## src/rtl/fs_tx_pkg.sv

```systemverilog
package fs_tx_pkg;

    typedef enum logic [2:0] {
        ST_IDLE,
        ST_SYNC,
        ST_DATA,
        ST_SE0_1,
        ST_SE0_2,
        ST_EOP_J
    } tx_state_e;

    // Opening byte of every packet, shifted out LSB first
    localparam logic [7:0] SYNC_BYTE = 8'h80;

    // Length of a run of ones that forces an inserted zero
    localparam int STUFF_RUN = 6;

endpackage

```

## src/rtl/fs_tx_nco.sv

```systemverilog
module fs_tx_nco #(
    parameter int ACC_W  = 16,
    parameter int SYS_HZ = 50_000_000,
    parameter int BIT_HZ = 12_000_000
) (
    input  logic clk,
    input  logic rst_n,
    output logic tick
);
    localparam longint SCALE = longint'(1) << ACC_W;
    localparam longint INC_L = (2 * longint'(BIT_HZ) * SCALE + longint'(SYS_HZ))
                               / (2 * longint'(SYS_HZ));
    localparam logic [ACC_W-1:0] INC = INC_L[ACC_W-1:0];

    logic [ACC_W-1:0] acc;
    logic [ACC_W:0]   sum;

    assign sum = {1'b0, acc} + {1'b0, INC};

    always_ff @(posedge clk) begin
        if (!rst_n) begin
            acc  <= '0;
            tick <= 1'b0;
        end else begin
            acc  <= sum[ACC_W-1:0];
            tick <= sum[ACC_W];
        end
    end

    AST_TICK_SINGLE: assert property (@(posedge clk) disable iff (!rst_n)
        tick |=> !tick);

endmodule

```

## src/rtl/fs_tx_hold.sv

```systemverilog
module fs_tx_hold #(
    parameter int DW = 8
) (
    input  logic          clk,
    input  logic          rst_n,
    input  logic          wr_en,
    input  logic [DW-1:0] wr_data,
    input  logic          wr_last,
    input  logic          take,
    output logic          ready,
    output logic          q_valid,
    output logic [DW-1:0] q_data,
    output logic          q_last
);
    logic          full;
    logic [DW-1:0] data_r;
    logic          last_r;

    always_ff @(posedge clk) begin
        if (!rst_n) begin
            full   <= 1'b0;
            data_r <= '0;
            last_r <= 1'b0;
        end else if (take) begin
            full <= 1'b0;
        end else if (wr_en && !full) begin
            full   <= 1'b1;
            data_r <= wr_data;
            last_r <= wr_last;
        end
    end

    assign ready   = !full;
    assign q_valid = full;
    assign q_data  = data_r;
    assign q_last  = last_r;

    AST_READY_FALL: assert property (@(posedge clk) disable iff (!rst_n)
        (wr_en && ready) |=> !ready);

    AST_HOLD_KEEP: assert property (@(posedge clk) disable iff (!rst_n)
        (!ready && !take) |=> (!ready && $stable(q_data) && $stable(q_last)));

    AST_TAKE_FULL: assert property (@(posedge clk) disable iff (!rst_n)
        take |-> q_valid);

endmodule

```

## src/rtl/fs_tx_serializer.sv

```systemverilog
module fs_tx_serializer
    import fs_tx_pkg::*;
#(
    parameter int DW     = 8,
    parameter int ACC_W  = 16,
    parameter int SYS_HZ = 50_000_000,
    parameter int BIT_HZ = 12_000_000
) (
    input  logic          clk,
    input  logic          rst_n,
    input  logic          wr_en,
    input  logic [DW-1:0] wr_data,
    input  logic          wr_last,
    output logic          ready,
    output logic          underflow,
    output logic          bit_tick,
    output logic          usb_dp,
    output logic          usb_dm,
    output logic          usb_oe
);
    localparam int CNT_W  = $clog2(DW + 1);
    localparam int ONES_W = $clog2(STUFF_RUN + 1);

    logic          tick;
    logic          take;
    logic          q_valid;
    logic [DW-1:0] q_data;
    logic          q_last;

    fs_tx_nco #(.ACC_W(ACC_W), .SYS_HZ(SYS_HZ), .BIT_HZ(BIT_HZ)) u_nco (
        .clk   (clk),
        .rst_n (rst_n),
        .tick  (tick)
    );

    fs_tx_hold #(.DW(DW)) u_hold (
        .clk     (clk),
        .rst_n   (rst_n),
        .wr_en   (wr_en),
        .wr_data (wr_data),
        .wr_last (wr_last),
        .take    (take),
        .ready   (ready),
        .q_valid (q_valid),
        .q_data  (q_data),
        .q_last  (q_last)
    );

    tx_state_e         state, st_n;
    logic [DW-1:0]     shreg, sh_n;
    logic [CNT_W-1:0]  bcnt, cnt_n;
    logic              cur_last, last_n;
    logic [ONES_W-1:0] ones, ones_n, ones_b;
    logic              lvl, lvl_n;   // 1 = J, 0 = K
    logic              uf_r, uf_n;
    logic              emit, ebit;

    // Next-state and datapath decisions, taken only on a bit strobe
    always_comb begin
        st_n   = state;
        sh_n   = shreg;
        cnt_n  = bcnt;
        last_n = cur_last;
        ones_n = ones;
        lvl_n  = lvl;
        uf_n   = uf_r;
        take   = 1'b0;
        emit   = 1'b0;
        ebit   = 1'b0;
        ones_b = ones;
        if (tick) begin
            unique case (state)
                ST_IDLE: begin
                    if (q_valid) begin
                        st_n   = ST_SYNC;
                        emit   = 1'b1;
                        ebit   = SYNC_BYTE[0];
                        sh_n   = DW'(SYNC_BYTE >> 1);
                        cnt_n  = CNT_W'(1);
                        last_n = 1'b0;
                        ones_b = '0;
                    end
                end
                ST_SYNC, ST_DATA: begin
                    if (ones == ONES_W'(STUFF_RUN)) begin
                        lvl_n  = ~lvl;
                        ones_n = '0;
                    end else if (bcnt == CNT_W'(DW)) begin
                        if (cur_last) begin
                            st_n = ST_SE0_1;
                        end else if (q_valid) begin
                            take   = 1'b1;
                            st_n   = ST_DATA;
                            emit   = 1'b1;
                            ebit   = q_data[0];
                            sh_n   = q_data >> 1;
                            cnt_n  = CNT_W'(1);
                            last_n = q_last;
                        end else begin
                            uf_n = 1'b1;
                            st_n = ST_SE0_1;
                        end
                    end else begin
                        emit  = 1'b1;
                        ebit  = shreg[0];
                        sh_n  = shreg >> 1;
                        cnt_n = bcnt + CNT_W'(1);
                    end
                end
                ST_SE0_1: st_n = ST_SE0_2;
                ST_SE0_2: begin
                    st_n  = ST_EOP_J;
                    lvl_n = 1'b1;
                end
                ST_EOP_J: st_n = ST_IDLE;
                default:  st_n = ST_IDLE;
            endcase
            if (emit) begin
                if (ebit) begin
                    ones_n = ones_b + ONES_W'(1);
                end else begin
                    ones_n = '0;
                    lvl_n  = ~lvl;
                end
            end
        end
    end

    // State register
    always_ff @(posedge clk) begin
        if (!rst_n) begin
            state    <= ST_IDLE;
            shreg    <= '0;
            bcnt     <= '0;
            cur_last <= 1'b0;
            ones     <= '0;
            lvl      <= 1'b1;
            uf_r     <= 1'b0;
        end else begin
            state    <= st_n;
            shreg    <= sh_n;
            bcnt     <= cnt_n;
            cur_last <= last_n;
            ones     <= ones_n;
            lvl      <= lvl_n;
            uf_r     <= uf_n;
        end
    end

    // Outputs
    logic se0;
    always_comb begin
        se0       = (state == ST_SE0_1) || (state == ST_SE0_2);
        usb_dp    = !se0 && lvl;
        usb_dm    = !se0 && !lvl;
        usb_oe    = (state != ST_IDLE);
        underflow = uf_r;
        bit_tick  = tick;
    end

    AST_IDLE_J: assert property (@(posedge clk) disable iff (!rst_n)
        !usb_oe |-> (usb_dp && !usb_dm));

    AST_LINE_ON_TICK: assert property (@(posedge clk) disable iff (!rst_n)
        !$past(tick) |-> $stable({usb_dp, usb_dm, usb_oe}));

    AST_UNDERFLOW_STICKY: assert property (@(posedge clk) disable iff (!rst_n)
        underflow |=> underflow);

    AST_NO_LOAD_IDLE_LINE: assert property (@(posedge clk) disable iff (!rst_n)
        take |-> usb_oe);

endmodule

```

## config.mk

```make
export PLATFORM = sky130hd
export DESIGN_NAME = fs_tx_serializer
export DESIGN_NICKNAME = d
export VERILOG_FILES = /design/src/rtl/fs_tx_pkg.sv /design/src/rtl/fs_tx_nco.sv /design/src/rtl/fs_tx_hold.sv /design/src/rtl/fs_tx_serializer.sv
export SDC_FILE = /design/constraint.sdc
export NUM_CORES = 1
export LEC_CHECK = 0
export BUFFER_PORTS_ARGS = -buffer_cell sky130_fd_sc_hd__clkbuf_2
export CAP_MARGIN = 40
export CELL_PAD_IN_SITES_DETAIL_PLACEMENT = 0
export CELL_PAD_IN_SITES_GLOBAL_PLACEMENT = 2
export CORE_ASPECT_RATIO = 1.2
export CORE_MARGIN = 2
export CORE_UTILIZATION = 36
export CTS_CLUSTER_DIAMETER = 30
export DETAILED_ROUTE_END_ITERATION = 7
export GPL_TIMING_DRIVEN = 0
export HOLD_SLACK_MARGIN = 0.15
export PLACE_DENSITY_LB_ADDON = 0.1
export SYNTH_ARGS = -nofsm -noshare
export SYNTH_HDL_FRONTEND = slang
export SYNTH_HIERARCHICAL = 1
export SYNTH_SLANG_ARGS = --single-unit
```

## constraint.sdc

```tcl
create_clock -name clk -period 2.2 [get_ports clk]
set_input_delay 0.44 -clock clk [delete_from_list [all_inputs] [get_ports clk]]
set_output_delay 0.44 -clock clk [all_outputs]
set_load 0.05 [all_outputs]
```

Word level (Yosys, flattened, before mapping)
Cells that the tools add are included.
{"block": "totals", "input_bits": 12, "out_inout_bits": 6, "reg_bits": 48, "wordCells": 103}
{"block": "classes", "eq_ne": 11, "add_sub_neg": 3, "n_reduce_logical": 21, "bitwise_logic": 6, "mux": 50}
{"cell": "8-bit 2-to-1 mux", "n": 5}
{"cell": "3-bit 2-to-1 mux", "n": 10}
{"cell": "1-bit 2-to-1 mux", "n": 25}
{"cell": "16-bit by 14-bit adder with 17-bit output (second input constant)", "n": 1}
{"cell": "4-bit 2-to-1 mux", "n": 4}
{"cell": "8-bit one-hot mux with 2 select lines", "n": 1}
{"cell": "3-bit one-hot mux with 4 select lines", "n": 1}
{"cell": "6-bit AND reduction", "n": 2}
{"cell": "4-bit one-hot mux with 2 select lines", "n": 1}
{"cell": "4-bit AND reduction", "n": 2}
{"cell": "3-bit by 2-bit == test with 1-bit output (second input constant)", "n": 2}
{"cell": "3-bit == test (second input constant)", "n": 2}
{"cell": "1-bit inverter", "n": 6}
{"cell": "1-bit one-hot mux with 2 select lines", "n": 3}
{"cell": "2-bit nonzero test", "n": 3}
{"cell": "5-bit AND reduction", "n": 1}
{"cell": "4-bit by 1-bit adder with 4-bit output (second input constant)", "n": 1}
{"cell": "4-bit == test (second input constant)", "n": 1}
{"cell": "2-bit inequality test (second input constant)", "n": 2}
{"cell": "2-bit OR reduction", "n": 2}
{"cell": "3-bit by 1-bit adder with 3-bit output (second input constant)", "n": 1}
{"cell": "3-bit by 1-bit == test with 1-bit output (second input constant)", "n": 1}
{"cell": "1-bit logical AND", "n": 3}
{"cell": "1-bit logical NOT", "n": 3}
{"cell": "8 further kinds", "n": 8}

Logic depth before layout (Yosys ltp)
Gate-level depths: netlist of the first run.
{"block": "depth", "ltp_word": 8, "depth_mapped": 10, "depth_no_buf": 8}

Hierarchy
The synthesis of the first run kept the hierarchy.
{"module": "fs_tx_serializer", "area_per_inst_um2": 1261.2, "cells_each": 159, "seq_area_each_um2": 400.4, "instances": 1}
{"module": "fs_tx_nco", "area_per_inst_um2": 745.7, "cells_each": 81, "seq_area_each_um2": 340.3, "instances": 1}
{"module": "fs_tx_hold", "area_per_inst_um2": 411.6, "cells_each": 44, "seq_area_each_um2": 200.2, "instances": 1}

Least setup slack after synthesis of the first run
Ideal clock, no wire load.
{"block": "synth_timing", "kind": "reg2out", "start": "reg state[2]", "end": "out usb_dm", "arrival_ns": 1.942, "path_slack_ns": -0.182, "n_path_buf": 1, "required_ns": 1.760, "path_stages_with_launch": 4, "cell_sequence": "dfxtp_1 clkbuf_1 nor2b_1 a221oi_1"}
{"block": "synth_via", "elab_chain_len": 4, "elab_cells_between_ends": 5, "classes_between": "eq/ne (2); reduce/logical (3)"}
{"element": "from (decl)", "line_no": "fs_tx_serializer.sv:49", "text": "tx_state_e state, st_n;"}
{"element": "from (signal assigned)", "line_no": "fs_tx_serializer.sv:140", "text": "state <= st_n;"}
{"element": "3-bit by 2-bit == test with 1-bit output or 3-bit == test (tied branches)", "line_no": "fs_tx_serializer.sv:153", "text": "se0 = (state == ST_SE0_1) || (state == ST_SE0_2);"}
{"element": "1-bit logical OR (*)", "line_no": "fs_tx_serializer.sv:153"}
{"element": "1-bit logical NOT (*)", "line_no": "fs_tx_serializer.sv:155", "text": "usb_dm = !se0 && !lvl;"}
{"element": "1-bit logical AND (*)", "line_no": "fs_tx_serializer.sv:155"}
{"element": "to (decl)", "line_no": "fs_tx_serializer.sv:18", "text": "output logic usb_dm,"}
Every way passes the cells marked *; elsewhere a longest branch is shown, timed or not.

Worst setup path after layout of the first run
{"block": "layout_timing", "start": "reg state[1]", "end": "out usb_dp"}
{"block": "layout_via", "elab_chain_len": 4, "elab_cells_between_ends": 5, "classes_between": "eq/ne (2); reduce/logical (3)"}
{"element": "3-bit by 2-bit == test with 1-bit output or 3-bit == test (tied branches)", "line_no": "fs_tx_serializer.sv:153"}
{"element": "1-bit logical OR (*)", "line_no": "fs_tx_serializer.sv:153"}
{"element": "1-bit logical NOT (*)", "line_no": "fs_tx_serializer.sv:154", "text": "usb_dp = !se0 && lvl;"}
{"element": "1-bit logical AND (*)", "line_no": "fs_tx_serializer.sv:154"}
{"element": "to (decl)", "line_no": "fs_tx_serializer.sv:17", "text": "output logic usb_dp,"}
Marks and branches as above.

==> results.py, run 1 <==
metrics = {
    "outcome": {
        "result_of_the_run": "finished clean",
    },
    "logic_synthesis": {
        "post_synth_most_frequent_cells": "dfxtp_1, nand2_1, nor2_1",
        "synth_cell_types": 52,
        "post_synth_inst_count": 284,
        "yosys-top-cells-area": "dfxtp_1, mux2i_1, nand2_1, nand3_1, nor2_1",
        "synth-adder-area-share_pct": 2.07,
        "yosysMostFrequentCell": "dfxtp_1",
        "synth-compound-area-share_pct": 18.5,
        "post_synth_and_or_nand_nor_area_fraction_pct": 24.1,
        "ys.flop_type": "dfxtp_1",
        "share_of_the_synthesized_area_in_the_top_cell_type_pct": 38.9,
        "ys_seq_elements": 47,
        "synth.mux.area_fraction_pct": 7.04,
        "synth_top_family_by_area": "simple AND/OR/NAND/NOR gates",
        "asyncSetResetFlopFracSynth_pct": 0,
        "syn_nets": 300,
        "synthesis.area_per_instance_um2": 8.52,
        "ys.warnings.count": 6,
        "synthXorXnorAreaFrac_pct": 3.62,
        "synth_edf_count": 0,
        "yosysTopAreaCell": "dfxtp_1",
        "syn_area_um2": 2420,
        "synth-seq-area-share_pct": 38.9,
    },
    "route": {
        "dr.first_iter.drc_count": 48,
        "drt-wirelength-per-cell_um": 13.6,
        "vias_per_cell": 5.22,
        "finalWirelength_mm": 5.36,
        "vias": 2057,
        "post-route-drc-count": 0,
        "firstDrtPassIters": 4,
        "drtAntennaViolNets": 0,
    },
    "clocking": {
        "h-tree-depth": 2,
        "hold_buffer_count_at_cts": 0,
        "clkTransAtPathRegs_ns": 0.09,
        "cts.sinks": 47,
        "tritoncts": "built",
        "cts.repair_timing.setup_buffer_count": 0,
        "worstSkewPairLatency_ns": 0.30,
        "cts_inserted_buffers": 5,
        "cts_root_buf": "clkbuf_8",
        "cts.path.max_buffers": 2,
    },
    "worst_hold_path": {
        "worst_hold_startpoint": "wr_data[3]",
        "min_path_type": "in2reg",
        "holdPathEnd": "u_hold/q_data[3]$_SDFFE_PN0P_",
        "timing.hold.worst_path_depth": 3,
    },
    "die": {
        "fp.coreArea_um2": 6490,
        "die_w_um": 78.8,
        "io_pins": 18,
        "die_h_um": 93.8,
        "start_util_pct": 37.3,
        "fp.dieArea_um2": 7390,
        "cell_row_count": 32,
    },
    "power_and_ir_drop": {
        "power_frac_comb_pct": 21.3,
        "finalPower_mw": 2.12,
        "power.leakage_nw": 1.01,
        "vdd_drop_max_mv": 0.448,
        "power.net_switching_mw": 0.649,
        "power.switching_fraction_pct": 30.6,
        "internal_power_mw": 1.47,
        "power-per-cell-area_nw_per_um2": 774,
        "seq_power_share_pct": 48.4,
        "p_clk_share_pct": 30.3,
    },
    "sta": {
        "fin_hold_ws_ns": 0.354,
        "final.min_clock_period_ns": 2.08,
        "slew_headroom_pct": 65.8,
        "worst_slew_pin_slew_ns": 0.514,
        "final-hold-violation-count": 0,
        "report.final.setup_viol": 0,
        "fin_crit_sh_pct": 94.8,
        "setup-tns-final_ns": 0,
        "final-max-slew-violation-count": 0,
        "timing.clock.skew_ns": 0.0108,
        "fmax_ghz": 0.480,
        "rsz0062_at_grt": "no",
    },
    "critical_path": {
        "crit_type": "reg2out",
        "critical_path.reg2reg.startpoint": "bcnt[1]$_SDFFE_PN0P_",
        "critPathArrivalTime_ns": 1.64,
        "cp-start-kind": "register",
        "crit_fanout": 10,
        "timing.reg2reg.setup_slack_ns": 0.16,
        "required_ns": 1.76,
        "worstSetupEndpointType": "primary output",
        "r2r_path_end": "shreg[5]$_SDFFE_PN0P_",
        "ff2ff_path_depth": 8,
    },
    "global_routing": {
        "maximum_number_of_pins_on_one_net_before_global_route_repair": 16,
        "grt_first_pass_wirelength_mm": 9.25,
        "first_global_vias": 1928,
        "grt_antenna_before_repair": 0,
        "grt_util_all_layers_pct": 15.6,
        "globalRoute.totalOverflow": 0,
    },
    "placed_design": {
        "placed_cells": 386,
        "dp.final_hpwl_mm": 3.94,
        "io_buffers": 17,
        "gp_congestion": 0.708,
    },
    "final_layout": {
        "sequential_cell_area_um2": 942,
        "insertedDiodeCount": 0,
        "layout_cell_share_with_drive_strength_beyond_1_pct": 14.2,
        "multi_input_comb_area_um2": 1350,
        "synthToLayoutAreaGrowth_pct": 13.3,
        "layout.filler_cells": 699,
        "num-nets-final": 324,
        "final_cell_count_no_fill": 394,
    },
    "run": {
        "drv_cap": 0,
    },
}
## cells by family after synthesis
logic type,after synthesis
buffers and inverters,26
and+or+nand+nor,116
adders and majority gates,4
xor gates and xnor gates,10
muxes,17
AOI/OAI and AO/OA,64
DFF,47
## critical path: stages (launching register included)
cell	delay, ns
dfxtp_1	0.35
clkbuf_1	0.23
nor2b_1	0.21
a221oi_1	0.24
clkbuf_2	0.32
## flip-flops by register name, indices dropped and copies added, names as in the netlist
register        count
u_nco/tick          1
state               3
u_nco/acc          16
shreg               7
lvl                 1
cur_last            1
bcnt                4
ones                3
u_hold/q_valid      1
u_hold/q_last       1
underflow           1
u_hold/q_data       8
## through the flow
step,util [%],instance area (um^2),setup slack (ns)
2_1_floorplan,-,2420,-0.182
3_3_place_gp,40.2,2610,-0.00563
3_5_place_dp,40.2,2610,0.0323
4_1_cts,42.1,2730,0.0214
5_1_grt,42.2,2740,0.00104
6_report,42.2,2740,0.115
## how the worst max path moves through the flow
stage | startpoint | end | slack, ns | depth (start not counted)
2_1_floorplan | state[2]$_SDFFE_PN0P_ | usb_dm | -0.18 | 3
3_3_place_gp | bcnt[0]$_SDFFE_PN0P_ | lvl$_SDFFE_PN1P_ | -0.006 | 8
3_5_place_dp | bcnt[0]$_SDFFE_PN0P_ | lvl$_SDFFE_PN1P_ | 0.03 | 8
4_1_cts | state[2]$_SDFFE_PN0P_ | usb_dm | 0.02 | 4
5_1_grt | state[1]$_SDFFE_PN0P_ | usb_dm | 0.001 | 4
6_report | state[1]$_SDFFE_PN0P_ | usb_dp | 0.12 | 4
## layout by cell type, fill, tap and decap left out, types with 4 or more instances in the layout
master / synthesis / final
a21oi_1: 11 / 11
nor2b_1: 7 / 7
xnor2_1: 7 / 7
a211oi_1: 6 / 5
nand3_1: 15 / 15
nor2_1: 20 / 18
a311oi_1: 4 / 4
nand2_1: 38 / 37
mux2i_1: 17 / 17
a31oi_1: 7 / 7
ha_1: 4 / 4
o21ai_0: 12 / 12
nor3_1: 7 / 7
clkbuf_8: 0 / 5
nor3b_1: 4 / 4
clkbuf_2: 0 / 17
dfxtp_1: 47 / 46
o31ai_1: 6 / 6
clkbuf_1: 8 / 7
buf_6: 4 / 4
inv_1: 8 / 8
## power by group through the flow
stage	combinational (mW)	clock, mW	sequential (mW)
CTS	0.456	0.665	1.03
global placement	0.453	0	1.05
detailed placement	0.454	0	1.04
floorplan	0.358	0	1.03
finish	0.452	0.642	1.03
global route	0.510	0.703	1.04
## area by class of cell
| class | count | area share (%) |
|---|---|---|
| buffer | 17 | 3.93 |
| clock buffer | 5 | 2.51 |
| clock inverter | 3 | 1.60 |
| inverter | 9 | 1.23 |
| multi-input combinational | 211 | 49.3 |
| sequential | 47 | 34.4 |
| tap | 85 | 3.88 |
| timing repair buffer | 17 | 3.20 |
## timing repair
action,4_1_cts,5_1_grt
pin swaps,0,1
resized for setup,1,8
setup endpoints to repair,1,21
endpoints found under the hold margin,0,0
## routing by layer
layer	track usage [%]	share of wire (%)	vias to the layer above	routed length (um)
met4	4.31	1.2	0	63
li1	-	-	1072	-
met5	0	0	-	0
met3	2.88	2.2	5	119
met2	27.7	48	21	2580
met1	19.2	48	959	2600
(Power assumes the default switching activity.)
==> inputs of run 2 (changes only) <==
- CORE_MARGIN: 2 -> not set
==> results.py, run 2 (synthesis results as in run 1) <==
metrics = {
    "placed_design": {
        "io_buffers": 17,
        "total_cell_area_at_the_placement_stage_um2": 2610,
        "gp_congestion": 0.756,
        "dp.final_hpwl_mm": 4.12,
        "placement.setup.worst_slack_ns": 0.0508,
    },
    "clocking": {
        "cts_root_buf": "clkbuf_8",
        "tritoncts": "built",
        "cts.sinks": 47,
        "cts_inserted_buffers": 5,
        "h-tree-depth": 2,
        "clkTransAtPathRegs_ns": 0.10,
        "cts.path.max_buffers": 2,
        "worstSkewPairLatency_ns": 0.31,
    },
    "critical_path": {
        "crit_type": "reg2reg",
        "required_ns": 2.40,
        "critPathArrivalTime_ns": 2.29,
        "timing.reg2reg.setup_slack_ns": 0.11,
        "cp-start-kind": "register",
        "crit_fanout": 10,
        "worstSetupEndpointType": "register",
    },
    "die": {
        "fp.dieArea_um2": 7050,
        "die_h_um": 91.8,
        "fp.coreArea_um2": 6450,
        "cell_row_count": 32,
        "die_w_um": 76.8,
        "start_util_pct": 37.5,
        "io_pins": 18,
    },
    "final_layout": {
        "synthToLayoutAreaGrowth_pct": 13.8,
        "final_cell_area_um2": 2750,
        "layout.filler_cells": 680,
        "multi_input_comb_area_um2": 1370,
        "largest_register_ff_count": 16,
        "max_flop_register": "u_nco/acc",
        "fin_util_pct": 42.7,
        "layout_cell_share_with_drive_strength_beyond_1_pct": 15.2,
        "layout.cells.most_common_list": "dfxtp_1, nand2_1, nor2_1",
        "num-nets-final": 325,
        "sequential_cell_area_um2": 946,
        "insertedDiodeCount": 0,
        "mostFrequentLayoutCell": "dfxtp_1",
    },
    "sta": {
        "final.min_clock_period_ns": 2.09,
        "worst_slew_pin_slew_ns": 0.566,
        "fin_crit_sh_pct": 95.0,
        "fmax_ghz": 0.479,
        "report.final.setup_viol": 0,
        "slew_headroom_pct": 62.1,
        "timing.clock.skew_ns": 0.00832,
        "setup-tns-final_ns": 0,
        "final-max-slew-violation-count": 0,
        "finalWorstSetupSlack_ns": 0.110,
        "final-hold-violation-count": 0,
    },
    "route": {
        "firstDrtPassIters": 6,
        "drtAntennaViolNets": 0,
        "finalWirelength_mm": 5.78,
        "post-route-drc-count": 0,
        "vias_per_cell": 5.21,
        "vias": 2059,
        "dr.first_iter.drc_count": 62,
        "drt-wirelength-per-cell_um": 14.6,
    },
    "power_and_ir_drop": {
        "finalPower_mw": 2.05,
        "power-per-cell-area_nw_per_um2": 746,
        "power.leakage_nw": 1.01,
        "vdd_drop_max_mv": 0.398,
    },
    "global_routing": {
        "maximum_number_of_pins_on_one_net_before_global_route_repair": 15,
        "first_global_vias": 2048,
        "globalRoute.totalOverflow": 0,
        "grt_util_all_layers_pct": 17.5,
        "grt_first_pass_wirelength_mm": 9.88,
        "grt_antenna_before_repair": 0,
    },
    "worst_hold_path": {
        "min_path_type": "in2reg",
    },
    "run": {
        "drv_cap": 0,
    },
    "outcome": {
        "result_of_the_run": "finished clean",
    },
}
run 2: critical path, cell delays in order, from the launching register on:
cell     delay, ns
dfxtp_4       0.38
inv_1         0.05
ha_1          0.21
and3b_1       0.19
buf_6         0.13
a21o_1        0.18
a221o_2       0.43
buf_6         0.18
nand3_1       0.14
o31ai_4       0.09
run 2: final cells by class:
cell class                 count  share of cell area [%]
buffer                        17                    3.95
inverter                       9                    1.23
clock buffer                   7                    3.14
sequential                    47                    34.4
multi-input combinational    211                    49.7
tap                           85                    3.86
timing repair buffer          18                    3.45
clock inverter                 1                   0.318
run 2: routing by layer:
layer | track usage, % | routed length, um | part of all wire (%) | vias to the layer above
li1 | - | - | - | 1072
met5 | 0 | 0 | 0 | -
met2 | 31.2 | 2900 | 50 | 18
met3 | 2.99 | 151 | 2.6 | 7
met4 | 5.29 | 74 | 1.3 | 0
met1 | 21.2 | 2660 | 46 | 962
run 2: power breakdown:
part           switching (mW)  internal [mW]
combinational           0.259          0.197
clock                   0.313          0.258
sequential             0.0903          0.937
total                   0.662           1.39
run 2: final timing paths:
kind                                   start                       endpoint  cells after the start
setup / recovery        bcnt[0]$_SDFFE_PN0P_          shreg[5]$_SDFFE_PN0P_                      9
hold / removal                    wr_data[2]  u_hold/q_data[2]$_SDFFE_PN0P_                      3
setup reg to reg        bcnt[0]$_SDFFE_PN0P_          shreg[5]$_SDFFE_PN0P_                      9
hold reg to reg   u_hold/q_last$_SDFFE_PN0P_     u_hold/q_last$_SDFFE_PN0P_                      2
run 2: repair_timing:
action,CTS,global route
buffers inserted,0,1
resized for setup,1,14
hold buffers,0,0
pin swaps,0,1
endpoints found under the setup margin,1,26
run 2: per-stage QoR:
step | hold WS [ns] | instances
after global placement | 0.447 | 386
after floorplan | 0.430 | 284
final | 0.351 | 395
after CTS | 0.348 | 394
after detailed placement | 0.455 | 386
after global routing | 0.359 | 395
